<file path="src/rtl/asu_pkg.sv">
package asu_pkg;
  typedef enum logic [2:0] {
    OP_LOAD  = 3'd0,
    OP_STORE = 3'd1,
    OP_SWAP  = 3'd2,
    OP_TAS   = 3'd3,
    OP_FAI   = 3'd4,
    OP_LL    = 3'd5,
    OP_SC    = 3'd6,
    OP_RSVD  = 3'd7
  } asu_op_e;

  // True for operations that may modify a word other than through the link check.
  function automatic logic is_plain_writer(asu_op_e op);
    return (op == OP_STORE) || (op == OP_SWAP) || (op == OP_TAS) || (op == OP_FAI);
  endfunction
endpackage

</file>
<file path="src/rtl/asu_mem.sv">
module asu_mem #(
  parameter int AW = 4,
  parameter int DW = 32
) (
  input  logic          clk,
  input  logic          we,
  input  logic [AW-1:0] addr,
  input  logic [DW-1:0] wdata,
  output logic [DW-1:0] rdata
);
  localparam int DEPTH = 1 << AW;

  logic [DW-1:0] store_q [DEPTH];

  // Single port, read-first: infers a block RAM.
  always_ff @(posedge clk) begin
    if (we) store_q[addr] <= wdata;
    rdata <= store_q[addr];
  end
endmodule

</file>
<file path="src/rtl/asu_link.sv">
module asu_link
  import asu_pkg::*;
#(
  parameter int AW = 4
) (
  input  logic          clk,
  input  logic          rst,
  input  logic          exec,
  input  asu_op_e       op,
  input  logic [AW-1:0] addr,
  input  logic          ctx_clear,
  output logic          hit
);
  logic          valid_q;
  logic [AW-1:0] addr_q;

  assign hit = valid_q && (addr_q == addr);

  always_ff @(posedge clk) begin
    if (rst) begin
      valid_q <= 1'b0;
      addr_q  <= '0;
    end else if (ctx_clear) begin
      valid_q <= 1'b0;
    end else if (exec) begin
      if (op == OP_LL) begin
        valid_q <= 1'b1;
        addr_q  <= addr;
      end else if (op == OP_SC) begin
        valid_q <= 1'b0;
      end else if (is_plain_writer(op) && hit) begin
        valid_q <= 1'b0;
      end
    end
  end

  assert_ctx_clears_link_R8: assert property (@(posedge clk) disable iff (rst)
    ctx_clear |=> !valid_q);

  assert_sc_drops_link_R7: assert property (@(posedge clk) disable iff (rst)
    (exec && op == OP_SC) |=> !valid_q);

  assert_ll_arms_link_R6: assert property (@(posedge clk) disable iff (rst)
    (exec && op == OP_LL && !ctx_clear) |=> (valid_q && addr_q == $past(addr)));

  assert_writer_drops_link_R9: assert property (@(posedge clk) disable iff (rst)
    (exec && is_plain_writer(op) && hit) |=> !valid_q);
endmodule

</file>
<file path="src/rtl/asu_alu.sv">
module asu_alu
  import asu_pkg::*;
#(
  parameter int DW = 32
) (
  input  asu_op_e       op,
  input  logic [DW-1:0] old_val,
  input  logic [DW-1:0] wdata,
  input  logic          link_hit,
  input  logic          ctx_clear,
  output logic          we,
  output logic [DW-1:0] new_val,
  output logic          sc_ok
);
  localparam logic [DW-1:0] ONE = {{(DW-1){1'b0}}, 1'b1};

  always_comb begin
    we      = 1'b0;
    new_val = wdata;
    sc_ok   = 1'b0;
    unique case (op)
      OP_STORE, OP_SWAP: we = 1'b1;
      OP_TAS: begin
        we      = (old_val == '0);
        new_val = ONE;
      end
      OP_FAI: begin
        we      = 1'b1;
        new_val = old_val + ONE;
      end
      OP_SC: begin
        sc_ok = link_hit && !ctx_clear;
        we    = sc_ok;
      end
      default: we = 1'b0;
    endcase
  end
endmodule

</file>
<file path="src/rtl/atomic_sync_unit.sv">
module atomic_sync_unit
  import asu_pkg::*;
#(
  parameter int AW = 4,
  parameter int DW = 32
) (
  input  logic          clk,
  input  logic          rst,
  input  logic          req_valid,
  input  logic [2:0]    req_op,
  input  logic [AW-1:0] req_addr,
  input  logic [DW-1:0] req_wdata,
  input  logic          ctx_switch,
  output logic          busy,
  output logic          rsp_valid,
  output logic [DW-1:0] rsp_rdata,
  output logic          rsp_status
);
  logic          busy_q;
  asu_op_e       op_q;
  logic [AW-1:0] addr_q;
  logic [DW-1:0] wdata_q;
  logic          accept;
  logic [AW-1:0] mem_addr;
  logic [DW-1:0] mem_rdata;
  logic [DW-1:0] alu_new;
  logic          alu_we;
  logic          alu_sc_ok;
  logic          link_hit;

  assign accept   = req_valid && !busy_q;
  assign mem_addr = busy_q ? addr_q : req_addr;
  assign busy     = busy_q;

  asu_mem #(.AW(AW), .DW(DW)) u_mem (
    .clk   (clk),
    .we    (busy_q && alu_we),
    .addr  (mem_addr),
    .wdata (alu_new),
    .rdata (mem_rdata)
  );

  asu_alu #(.DW(DW)) u_alu (
    .op        (op_q),
    .old_val   (mem_rdata),
    .wdata     (wdata_q),
    .link_hit  (link_hit),
    .ctx_clear (ctx_switch),
    .we        (alu_we),
    .new_val   (alu_new),
    .sc_ok     (alu_sc_ok)
  );

  asu_link #(.AW(AW)) u_link (
    .clk       (clk),
    .rst       (rst),
    .exec      (busy_q),
    .op        (op_q),
    .addr      (addr_q),
    .ctx_clear (ctx_switch),
    .hit       (link_hit)
  );

  always_ff @(posedge clk) begin
    if (rst) begin
      busy_q     <= 1'b0;
      op_q       <= OP_LOAD;
      addr_q     <= '0;
      wdata_q    <= '0;
      rsp_valid  <= 1'b0;
      rsp_rdata  <= '0;
      rsp_status <= 1'b0;
    end else begin
      rsp_valid  <= 1'b0;
      rsp_status <= 1'b0;
      if (accept) begin
        busy_q  <= 1'b1;
        op_q    <= asu_op_e'(req_op);
        addr_q  <= req_addr;
        wdata_q <= req_wdata;
      end
      if (busy_q) begin
        busy_q     <= 1'b0;
        rsp_valid  <= 1'b1;
        rsp_rdata  <= mem_rdata;
        rsp_status <= alu_sc_ok;
      end
    end
  end

  assert_accept_sets_busy_R1: assert property (@(posedge clk) disable iff (rst)
    (req_valid && !busy) |=> busy);

  assert_busy_one_cycle_R1: assert property (@(posedge clk) disable iff (rst)
    busy |=> (!busy && rsp_valid));

  assert_status_needs_valid_R7: assert property (@(posedge clk) disable iff (rst)
    rsp_status |-> rsp_valid);

  assert_status_only_sc_R7: assert property (@(posedge clk) disable iff (rst)
    (busy && op_q != OP_SC) |=> !rsp_status);
endmodule

</file>
<file path="config.mk">
export PLATFORM = sky130hd
export DESIGN_NAME = atomic_sync_unit
export DESIGN_NICKNAME = d
export VERILOG_FILES = /design/src/rtl/asu_pkg.sv /design/src/rtl/asu_mem.sv /design/src/rtl/asu_link.sv /design/src/rtl/asu_alu.sv /design/src/rtl/atomic_sync_unit.sv
export SDC_FILE = /design/constraint.sdc
export NUM_CORES = 1
export LEC_CHECK = 0
export BUFFER_PORTS_ARGS = -buffer_cell sky130_fd_sc_hd__buf_2
export CAP_MARGIN = 25
export CORE_AREA = 3 3 288 290
export DETAILED_ROUTE_END_ITERATION = 10
export DIE_AREA = 0 0 291 293
export HOLD_SLACK_MARGIN = 0.08
export PLACE_DENSITY = 0.46
export SLEW_MARGIN = 20
export SYNTH_ARGS = -nofsm -noshare
export SYNTH_HDL_FRONTEND = slang
export SYNTH_SLANG_ARGS = --single-unit
export TNS_END_PERCENT = 30
</file>
<file path="constraint.sdc">
create_clock -name clk -period 4.2 [get_ports clk]
set_input_delay 0.42 -clock clk [delete_from_list [all_inputs] [get_ports clk]]
set_output_delay 0.42 -clock clk [all_outputs]
set_load 0.02 [all_outputs]
</file>
* Word-level counts from Yosys, hierarchy flattened
Memories as Yosys holds them, arrays and structs flattened. A register that Yosys moved wholly into a read port is not among the register bits.
Cells that the tools add are included.
** Word-level totals
- Register bits after elaboration :: 79
- Bits in read-only memories :: 0
- Output and inout port bits :: 35
- Bits in writable memories :: 512
- Bits of input ports :: 43
- Latch bits :: 0
- Memories kept :: 1
** Memory list
- u_mem.store_q :: depth 16, width 32, rd ports 1, clocked after memory_dff 1, wr ports 1, line asu_mem.sv:13 : logic [DW-1:0] store_q [DEPTH];
** Operators by class
- Shift operators :: 0
- Bitwise gates (word level) :: 3
- Add/sub/neg operators :: 1
- Magnitude comparators :: 0
- Multiplexer cells :: 10
- Eq/ne operators :: 7
- Multiply operators :: 0
- Reductions and logical operators :: 18
- Divide/modulo/power cells :: 0
** Operator list (number)
- $pmux 32 s2 :: 1
- $add 32x1->32 const B :: 1
- $logic_not 32->1 :: 1
- $eq 3x3->1 const B :: 3
- $mux 1 :: 7
- $eq 3x2->1 const B :: 2
- $reduce_or 3->1 :: 2
- $logic_and 1x1->1 :: 5
- $eq 4x4->1 :: 1
- $mux 4 :: 1
- $reduce_or 2->1 :: 2
- $eq 3x1->1 const B :: 1
- $logic_or 1x1->1 :: 3
- $not 1->1 :: 3
- $pmux 1 s3 :: 1
- $reduce_and 3->1 :: 1
- $reduce_bool 3->1 :: 1
- $logic_not 1->1 :: 2
- $reduce_and 2->1 :: 1

* Logic depth before layout (Yosys ltp)
- Depth after elaboration :: 8
- Mapped depth :: 8

* Cells and area by module
Synthesis repeated with hierarchy kept, for this count alone.
** Unflattened totals
- Cell total of the unflattened synthesis :: 1345
- Area, all modules :: 24365.9 µm²
** By module, submodules not included
- asu_mem :: area an instance 19862.8 µm², seq. area each 16015.4 µm², instances 1, cells each 840
- atomic_sync_unit :: area an instance 3093.0 µm², seq. area each 1481.4 µm², instances 1, cells each 293
- asu_alu :: area an instance 1107.3 µm², seq. area each 0.0 µm², instances 1, cells each 181
- asu_link :: area an instance 302.8 µm², seq. area each 100.1 µm², instances 1, cells each 31

* Worst setup path after synthesis
Ideal clock, no wire load.
- Path kind :: register to register
- From :: register u_mem.rdata[0] (read register of u_mem.store_q)
- To :: memory u_mem.store_q[13][0] (enable)
- Stages on the path, launching flop included :: 9
- Data arrival time :: 3839 ps
- Setup slack :: -100 ps
- Buffers on the path :: 1
- Clock period less this slack :: 4300 ps
- Path through :: dfxtp_1 > inv_1 > ha_1 > nor4b_1 > nand4_1 > or3_1 > o211a_1 > clkbuf_1 > nor3_1
** Between the ends
- Cells in the longest elaborated chain, start to end :: 5
** Ends and longest elaborated chain
- start: declaration :: line asu_mem.sv:9 : output logic [DW-1:0] rdata
- $logic_not 32->1 :: line asu_alu.sv:24 : we = (old_val == '0);
- $pmux 1 s3 :: line asu_alu.sv:21 : unique case (op)
- $logic_and 1x1->1 :: line atomic_sync_unit.sv:37 : .we (busy_q && alu_we),
- $mux 1 :: line asu_mem.sv:17 : if (we) store_q[addr] <= wdata;
- $mux 1 (implied by the code) :: line asu_mem.sv:17
- end: declaration :: line asu_mem.sv:13
Every way passes these cells.

* Worst setup path after layout
- From :: register u_mem.rdata[7] (read register of u_mem.store_q)
- To :: memory u_mem.store_q[4][6] (enable)
Same word-level chain as after synthesis.

==> flow_metrics.tcl <==
set metrics [dict create \
    r2r_setup_slack_ns 0.99 \
    dieHeight_um 293 \
    finalHoldViolCount 0 \
    ant_nets 0 \
    p_sw_share_pct 22.6 \
    yosys_warnings 0 \
    synthMuxAreaShare_pct 12.3 \
    vias 14000 \
    synthAdderAreaFrac_pct 0.104 \
    start_kind "register" \
    synth_top_family_by_area "multiplexers" \
    comb_power_share_pct 7.0 \
    antenna_found_initial 2 \
    setup_violations 0 \
    ctsResizeCount 0 \
    grt_max_degree 80 \
    syn-mean-instance-area_sq_um 15.4 \
    final_cell_mix "edfxtp_1, mux2i_1, o22ai_1" \
    synth_cell_types 44 \
    finClkSkew_ns 0.0293 \
    dpl.hpwl_um 40200 \
    clkPwrFrac_pct 43.7 \
    synth_area_leader_cell "edfxtp_1" \
    cap_violations 0 \
    yosys-top-cells-area "edfxtp_1, mux2i_1, dfxtp_1, o22ai_1, nand2_1" \
    wl_per_cell_um 23.6 \
    p_switching_mw 3.22 \
    whs_ns 0.132 \
    period_needed_ns 3.21 \
    drtIter0Drc 981 \
    clock_latency_ns 0.60 \
    drive_gt1_share_pct 16.4 \
    synthArstFlopShare_pct 0 \
    cts_tree "done" \
    min_path_type "in -> reg" \
    status "completed" \
    htreeDepth 3 \
    syn-cell-area_sq_mm 0.0241 \
    dieWidth_um 291 \
    mappedNetlistNets 1608 \
    cp.required_ns 4.42 \
    vdd_drop_max_v 0.000255 \
    final_common_cell "edfxtp_1" \
    cts.path.max_buffers 3 \
    path_class "reg -> reg" \
    rows 104 \
    slew_violations 0 \
    dieArea_sq_mm 0.0853 \
    placedCellCount 2696 \
    fin_util_pct 36.0 \
    numCtsBuffers 70 \
    syn_inst 1563 \
    clkSlewWorstSetupHoldPaths_ns 0.05 \
    synth_simple_gate_area_share_pct 6.04 \
    seq_area_frac_synth_pct 73.1 \
    drcViolationCount 0 \
    viasPerCell 4.88 \
    crit_fanout 32 \
    fin_cells 2865 \
    worst_pin_slew_ns 1.04 \
    grt_pass1_vias 14000 \
    cts_root_buf "clkbuf_16" \
    maxSlewHeadroom_pct 30.5 \
    fmax_ghz 0.312 \
    drt-total-wl_um 67700 \
    p_leak_nw 10.3 \
    synth_edf_count 512 \
    clock_sinks 623 \
    nets 1791 \
    synth_compound_area_share_pct 5.26 \
    setup_tns_ns 0 \
    place_congestion 0.727 \
    internal_power_mw 11.0 \
    ys_ff_latch 623 \
    grt_use_total_pct 15.7 \
    synth_flop_cell "edfxtp_1" \
    worst_setup_path_end_kind "register" \
    netlist.area_leader.share_pct 63.8 \
    grt_overflow_total 0 \
    synth_xor_area_share_pct 1.24 \
    rsz0062_at_grt "false" \
    arrival_ns 3.42 \
    start_util_pct 29.9 \
    coreArea_sq_mm 0.0805 \
    area_growth_pct 20.3 \
    grt_pass1_wl_um 98200 \
    pin_count 78 \
    power_density_mw_per_mm2 491 \
    finalCritPeriodShare_pct 76.3 \
    dr.pass1.iters 5 \
    io_buffer_count 77 \
    seqPwrFrac_pct 49.2 \
]
worst paths after layout:
path | cells past startpoint | end | startpoint
max reg2reg | 7 | u_mem.store_q[4][6]$_DFFE_PP_ | u_mem.rdata[7]$_DFF_P_
min | 3 | addr_q[3]$_SDFFE_PP0P_ | req_addr[3]
max | 7 | u_mem.store_q[4][6]$_DFFE_PP_ | u_mem.rdata[7]$_DFF_P_
min reg2reg | 2 | wdata_q[22]$_SDFFE_PP0P_ | wdata_q[22]$_SDFFE_PP0P_
worst max-delay path, stage by stage, from the launching register on:
cell and delay [ns]:
dfxtp_1 0.43, nor4_1 0.40, buf_4 0.18, nand4_1 0.08, or3_1 0.43, o211a_1 0.42
nor3_2 0.28, buf_4 0.57
registers in the layout, summed over array words and instances (netlist names):
name	cells
rsp_status	1
busy	1
rsp_rdata	32
wdata_q	32
op_q	3
u_mem.store_q	512
rsp_valid	1
addr_q	4
u_link.valid_q	1
u_link.addr_q	4
u_mem.rdata	32
layout make-up:
cell class	count	area (sq um)
fill	7612	51600
sequential	623	17600
multi-input combinational	848	6140
clock buffer	99	1980
timing repair buffer	198	1520
tap	1060	1330
clock inverter	31	380
inverter	5	18.8
antenna	1	2.50
synthesized netlist by cell type, types with 4 or more instances:
master	n
a21oi_1	41
and2_1	4
and3_1	5
buf_2	29
buf_4	8
buf_6	8
clkbuf_1	40
dfxtp_1	111
edfxtp_1	512
inv_1	5
mux2i_1	294
nand2_1	128
nand2b_1	5
nand3_1	17
nand4_1	16
nor2_1	54
nor2b_1	5
nor3_1	24
nor4_1	8
o21ai_0	29
o22ai_1	128
or4_1	32
xnor2_1	11
xor2_1	23
repair_timing:
action	CTS	global route
setup buffers	0	0
hold endpoints to repair	37	0
hold buffers	37	0
stage by stage:
step / area, sq um / power, mW / setup slack (ns)
2_1_floorplan: 24100 / 7.68 / -0.0998
3_3_place_gp: 26200 / 8.11 / 1.06
3_5_place_dp: 26200 / 8.13 / 0.973
4_1_cts: 29000 / 14.4 / 0.945
5_1_grt: 29000 / 14.8 / 0.875
6_report: 29000 / 14.2 / 0.995
logic make-up after synthesis:
logic type,count (synthesis)
DFF,623
and+or+nand+nor,305
muxes,296
AOI/OAI and AO/OA,211
buffers and inverters,92
xor gates and xnor gates,34
adders and majority gates,2
routing by layer:
layer	track usage (%)	wire length (um)	up-vias
met5	0	0	-
li1	-	-	6424
met3	2.35	3470	88
met1	22.5	31900	7114
met2	25.0	31100	359
met4	4.22	1320	0
power groups by stage:
stage / Combinational (mW) / Clock, mW / Sequential (mW)
2_1_floorplan: 0.601 / 0 / 7.08
3_3_place_gp: 0.966 / 0 / 7.14
3_5_place_dp: 0.983 / 0 / 7.14
4_1_cts: 1.01 / 6.39 / 7.01
5_1_grt: 1.09 / 6.64 / 7.02
6_report: 0.999 / 6.23 / 7.01
Note: power is estimated with default switching activity, not from simulation.
